**src/rtl/sro_pkg.sv**
```systemverilog
package sro_pkg;
   typedef enum logic [0:0] {
      PRIO_SCAN    = 1'b0,
      PRIO_ISOLATE = 1'b1
   } prio_style_e;
endpackage

```
**src/rtl/sro_tag_bank.sv**
```systemverilog
module sro_tag_bank #(
   parameter int N_CH = 128
) (
   input  logic            clk,
   input  logic            rst_n,
   input  logic [N_CH-1:0] trig_i,
   input  logic            late_inh_i,
   input  logic [N_CH-1:0] clr_i,
   output logic [N_CH-1:0] tag_q
);
   for (genvar g = 0; g < N_CH; g++) begin : g_tag
      always_ff @(posedge clk or negedge rst_n) begin
         if (!rst_n) tag_q[g] <= 1'b0;
         else        tag_q[g] <= (tag_q[g] & ~clr_i[g]) | (trig_i[g] & ~late_inh_i);
      end
   end
endmodule

```
**src/rtl/sro_prio_enc.sv**
```systemverilog
module sro_prio_enc #(
   parameter int                  N_CH  = 128,
   parameter int                  CH_AW = 7,
   parameter sro_pkg::prio_style_e STYLE = sro_pkg::PRIO_ISOLATE
) (
   input  logic [N_CH-1:0]  req_i,
   output logic             found_o,
   output logic [CH_AW-1:0] idx_o
);
   assign found_o = |req_i;

   if (STYLE == sro_pkg::PRIO_SCAN) begin : g_scan
      always_comb begin
         idx_o = '0;
         for (int i = N_CH - 1; i >= 0; i--) begin
            if (req_i[i]) idx_o = CH_AW'(i);
         end
      end
   end else begin : g_isolate
      logic [N_CH-1:0] lowest;
      assign lowest = req_i & (~req_i + 1'b1);
      always_comb begin
         idx_o = '0;
         for (int i = 0; i < N_CH; i++) begin
            idx_o = idx_o | (lowest[i] ? CH_AW'(i) : '0);
         end
      end
   end
endmodule

```
**src/rtl/sro_sel_ctrl.sv**
```systemverilog
module sro_sel_ctrl #(
   parameter int N_CH  = 128,
   parameter int CH_AW = 7
) (
   input  logic             clk,
   input  logic             rst_n,
   input  logic             step_i,
   input  logic             nxt_found_i,
   input  logic [CH_AW-1:0] nxt_idx_i,
   output logic             sel_vld_q,
   output logic [CH_AW-1:0] sel_idx_q,
   output logic [N_CH-1:0]  sel_onehot_o,
   output logic [N_CH-1:0]  clr_o
);
   always_ff @(posedge clk or negedge rst_n) begin
      if (!rst_n) begin
         sel_vld_q <= 1'b0;
         sel_idx_q <= '0;
      end else if (step_i) begin
         sel_vld_q <= nxt_found_i;
         sel_idx_q <= nxt_found_i ? nxt_idx_i : '0;
      end
   end

   always_comb begin
      sel_onehot_o = '0;
      if (sel_vld_q) sel_onehot_o[sel_idx_q] = 1'b1;
   end

   assign clr_o = step_i ? sel_onehot_o : '0;
endmodule

```
**src/rtl/sparse_readout_seq.sv**
```systemverilog
module sparse_readout_seq #(
   parameter int                   N_CH    = 128,
   parameter int                   CH_AW   = $clog2(N_CH),
   parameter int                   CHIP_AW = 4,
   parameter sro_pkg::prio_style_e PRIO    = sro_pkg::PRIO_ISOLATE
) (
   input  logic               clk,
   input  logic               rst_n,
   input  logic [N_CH-1:0]    trig_i,
   input  logic               late_inh_i,
   input  logic               veto_in_i,
   input  logic [CHIP_AW-1:0] chip_id_i,
   output logic [N_CH-1:0]    chan_en_o,
   output logic [CH_AW-1:0]   chan_addr_o,
   output logic [CHIP_AW-1:0] chip_addr_o,
   output logic               addr_vld_o,
   output logic               veto_out_o
);
   localparam int N_CHIPS = 1 << CHIP_AW;

   if (N_CH < 2 || (1 << CH_AW) != N_CH) begin : g_bad_ch
      $error("N_CH must be a power of two of at least 2 with CH_AW = log2(N_CH)");
   end
   if (CHIP_AW < 1 || N_CHIPS > 1024) begin : g_bad_chip
      $error("CHIP_AW out of range");
   end

   logic [N_CH-1:0]  tag_q;
   logic [N_CH-1:0]  clr;
   logic [N_CH-1:0]  sel_onehot;
   logic [N_CH-1:0]  unread;
   logic             nxt_found;
   logic [CH_AW-1:0] nxt_idx;
   logic             sel_vld_q;
   logic [CH_AW-1:0] sel_idx_q;
   logic             step;

   assign step   = ~veto_in_i;
   assign unread = tag_q & ~sel_onehot;

   sro_tag_bank #(.N_CH(N_CH)) tags_i (
      .clk        (clk),
      .rst_n      (rst_n),
      .trig_i     (trig_i),
      .late_inh_i (late_inh_i),
      .clr_i      (clr),
      .tag_q      (tag_q)
   );

   sro_prio_enc #(.N_CH(N_CH), .CH_AW(CH_AW), .STYLE(PRIO)) enc_i (
      .req_i   (unread),
      .found_o (nxt_found),
      .idx_o   (nxt_idx)
   );

   sro_sel_ctrl #(.N_CH(N_CH), .CH_AW(CH_AW)) sel_i (
      .clk          (clk),
      .rst_n        (rst_n),
      .step_i       (step),
      .nxt_found_i  (nxt_found),
      .nxt_idx_i    (nxt_idx),
      .sel_vld_q    (sel_vld_q),
      .sel_idx_q    (sel_idx_q),
      .sel_onehot_o (sel_onehot),
      .clr_o        (clr)
   );

   assign chan_en_o   = sel_onehot;
   assign chan_addr_o = sel_idx_q;
   assign addr_vld_o  = sel_vld_q;
   assign chip_addr_o = sel_vld_q ? chip_id_i : '0;
   assign veto_out_o  = (|unread) | veto_in_i;
endmodule

```
**config.mk**
```make
export PLATFORM = sky130hd
export DESIGN_NAME = sparse_readout_seq
export DESIGN_NICKNAME = d
export VERILOG_FILES = /design/src/rtl/sro_pkg.sv /design/src/rtl/sro_tag_bank.sv /design/src/rtl/sro_prio_enc.sv /design/src/rtl/sro_sel_ctrl.sv /design/src/rtl/sparse_readout_seq.sv
export SDC_FILE = /design/constraint.sdc
export NUM_CORES = 1
export LEC_CHECK = 0
export BUFFER_PORTS_ARGS = -buffer_cell sky130_fd_sc_hd__buf_2
export CORE_ASPECT_RATIO = 0.5
export CORE_MARGIN = 1.5
export CORE_UTILIZATION = 34
export CTS_BUF_LIST = sky130_fd_sc_hd__clkbuf_8
export DETAILED_ROUTE_END_ITERATION = 10
export SLEW_MARGIN = 30
export SYNTH_ARGS = -nofsm -noshare
export SYNTH_HDL_FRONTEND = slang
export SYNTH_SLANG_ARGS = --single-unit
export TNS_END_PERCENT = 5
```
**constraint.sdc**
```tcl
create_clock -name clk -period 5.2 [get_ports clk]
set_input_delay 0.78 -clock clk [delete_from_list [all_inputs] [get_ports clk]]
set_output_delay 0.78 -clock clk [all_outputs]
set_load 0.05 [all_outputs]
```
==> impl_metrics.yaml <==
yosys:
  syn_area_per_cell_sq_um: 7.77
  yosysUniqueCellTypes: 83
  synth_most_common_cell: "nand2_1"
  synthTopCellsByArea: "dfrtp_1 34%, a22o_1 11%, nand2_1 7.6%"
  async_flop_share: 1.00
  syn_nets: 1434
  synth_top_area_share: 0.338
  synth_edf_count: 0
  synth_top_area_cell: "dfrtp_1"
  ys_ff_latch: 136
  yosys-top-cells-count: "204 x nand2_1, 172 x nor2_1, 136 x dfrtp_1"
  syn_area_sq_um: 10100
  synthCells: 1298
  ys.flop_type: "dfrtp_1"
  ys_seq_area_frac: 0.338
  ys.warnings.count: 0
pwr:
  vdd_drop_max_v: 0.000160
  power_frac_comb: 0.156
  pwr-share-seq: 0.422
  pwr_density_cell_nw_per_um2: 207
  p_int_w: 0.00182
  p_switching_w: 0.000807
  sw_frac_of_total: 0.307
  p_clk_frac: 0.422
  p_leak_nw: 5.20
placement:
  post-dp-hpwl_um: 34800
  io_buffers: 276
  gp_congestion: 1.06
drt:
  route.vias.total: 12000
  wl_per_cell_um: 23.4
  ant_nets: 0
  avgViaCountPerCell: 6.05
  wl_um: 46400
  dr.pass1.iters: 5
  route.detailed.drc: 0
  drtIter0Drc: 1524
setup_path:
  slowest_stage: "or4_1"
  path_cells: "nand4bb_4 > buf_4 > o21ai_0 > nand3_1 > and4b_1 > nand2_1 > nor2_2 > nand3_2 > or4_1 > buf_2"
  crit_buf_inv: 2
  worstPathArrival_ns: 4.24
  critical-path-top-delay-family: "simple AND/OR/NAND/NOR gates"
  cpPeakStageDelay_ns: 0.61
  path_max_fanout: 22
  worstSetupPathType: "reg -> out"
  required_ns: 4.42
  start_kind: "flip-flop"
  endpoint_kind: "primary output"
cts:
  worstSkewPairLatency_ns: 0.51
  cts_root_buffer: "clkbuf_8"
  cts_made_buffers: 17
  clk_pin_slew_ns: 0.08
  cts_hold_buf: 0
  ctsHtreeMaxLevel: 4
  clockBufferDepth: 2
  cts_sinks: 136
  cts_tree: "done"
floorplan:
  dieArea_sq_um: 30800
  io_pins: 277
  rows: 44
  core_sq_um: 29100
  fp.dieW_um: 247
  die_h_um: 125
  initial_core_util: 0.347
worst_hold_path:
  hp-class: "in -> async"
finish:
  drive_gt1_frac: 0.288
  antenna_cells: 0
  syn_to_final_growth_pct: 26.1
  fin_nets: 1712
  fin_util: 0.437
sta:
  finClkSkew_ns: 0.0105
  finalMaxSlewViolations: 0
  fin_crit_sh: 0.966
  setup_viol: 0
  period_needed_ns: 5.02
  tightest_slew_ns: 0.876
  fmaxAchievable_mhz: 199
  finalHoldViolations: 0
  rsz0062_at_grt: "false"
  totalNegativeSetupSlack_ns: 0
  slew_headroom: 0.410
run:
  cap_violations: 0
global_route:
  grt_pass1_wl_um: 69200
  grt_pass1_vias: 11200
  grt_max_degree: 91
  grt_overflow: 0
  track_usage: 0.296
  grt_antenna_before_repair: 2
run_status:
  status: "finished clean"
[metrics by stage]
stage / power (W) / instance area [sq um] / hold WS [ns] / setup WS [ns] / instances
floorplan: 0.00133 / 10100 / 0.458 / 0.625 / 1298
global placement: 0.00151 / 12100 / 0.476 / 0.418 / 1941
detailed placement: 0.00151 / 12100 / 0.476 / 0.231 / 1941
CTS: 0.00261 / 12600 / 0.370 / 0.00841 / 1973
global route: 0.00271 / 12700 / 0.115 / 0.0102 / 1980
finish: 0.00263 / 12700 / 0.131 / 0.176 / 1980
[registers in the layout, summed over array words and instances, names as in the netlist]
| signal | flops |
|---|---|
| sel_i.sel_idx_q | 7 |
| sel_i.sel_vld_q | 1 |
| tags_i.tag_q | 128 |
[power by group through the flow]
stage | clock [W] | combinational [W] | sequential [W]
after floorplan | 0 | 0.000208 | 0.00113
after global placement | 0 | 0.000388 | 0.00112
after detailed placement | 0 | 0.000390 | 0.00112
after CTS | 0.00112 | 0.000391 | 0.00110
after global routing | 0.00117 | 0.000434 | 0.00111
final | 0.00111 | 0.000409 | 0.00111
[timing repair]
action	CTS	global route
pin swaps	0	2
resized for setup	4	16
buffers inserted	0	5
gates cloned	0	1
endpoints found under the setup margin	1	1
[layout by cell type, fill, tap and decap left out, drive strengths merged, types with 6 or more instances in the layout]
cell	Yosys	layout
a22oi	9	9
buf	29	353
nor4	35	35
or4	9	9
nor2	173	173
nand2	204	204
nand3b	7	7
o21ai	164	164
inv	15	15
nor4b	7	7
nor2b	12	12
nand3	48	48
a21oi	25	25
nand4bb	9	9
nor3b	6	6
bufinv	0	6
nor3	41	41
nand4b	15	15
and2	10	10
nand4	51	51
nand2b	13	13
a22o	122	122
clkbuf	66	17
dfrtp	136	136
clkinv	1	7
or4b	7	8
a31oi	7	7
a211oi	9	9
[per-layer routing]
layer	up-vias	GRT usage	wire, um
met5	-	0	0
met4	0	0.0710	717
met3	55	0.0733	4640
met2	635	0.423	19800
met1	5863	0.440	21200
li1	5419	-	-
[kinds of logic (layout without fill, tap and decap cells)]
family	Yosys count	after routing	share of synthesized area
simple gates	668	669	0.350
compound gates	383	383	0.264
flops	136	136	0.338
buf+inv	111	401	0.0478
[area by class of cell]
cell class,count,area [sq um]
clock buffer,17,234
clock inverter,15,251
fill,3050,16400
inverter,16,63.8
multi-input combinational,1052,6280
sequential,136,3410
tap,391,489
timing repair buffer,353,1990
[worst paths after layout]
| kind | startpoint | end | slack (ns) | depth (start not counted) |
|---|---|---|---|---|
| worst min register to register | tags_i.tag_q[118] | tags_i.tag_q[118] | 0.50 | 1 |
| worst max register to register | sel_i.sel_idx_q[1] | sel_i.sel_idx_q[3] | 0.27 | 13 |
| worst max-delay path | sel_i.sel_idx_q[1] | veto_out_o | 0.18 | 10 |
| max in group asynchronous | rst_n | sel_i.sel_vld_q | 4.13 | 2 |
| worst min-delay path | rst_n | tags_i.tag_q[78] | 0.13 | 1 |
| min in group clk | trig_i[111] | tags_i.tag_q[111] | 0.50 | 2 |
Power figures use the tool's default switching activity.
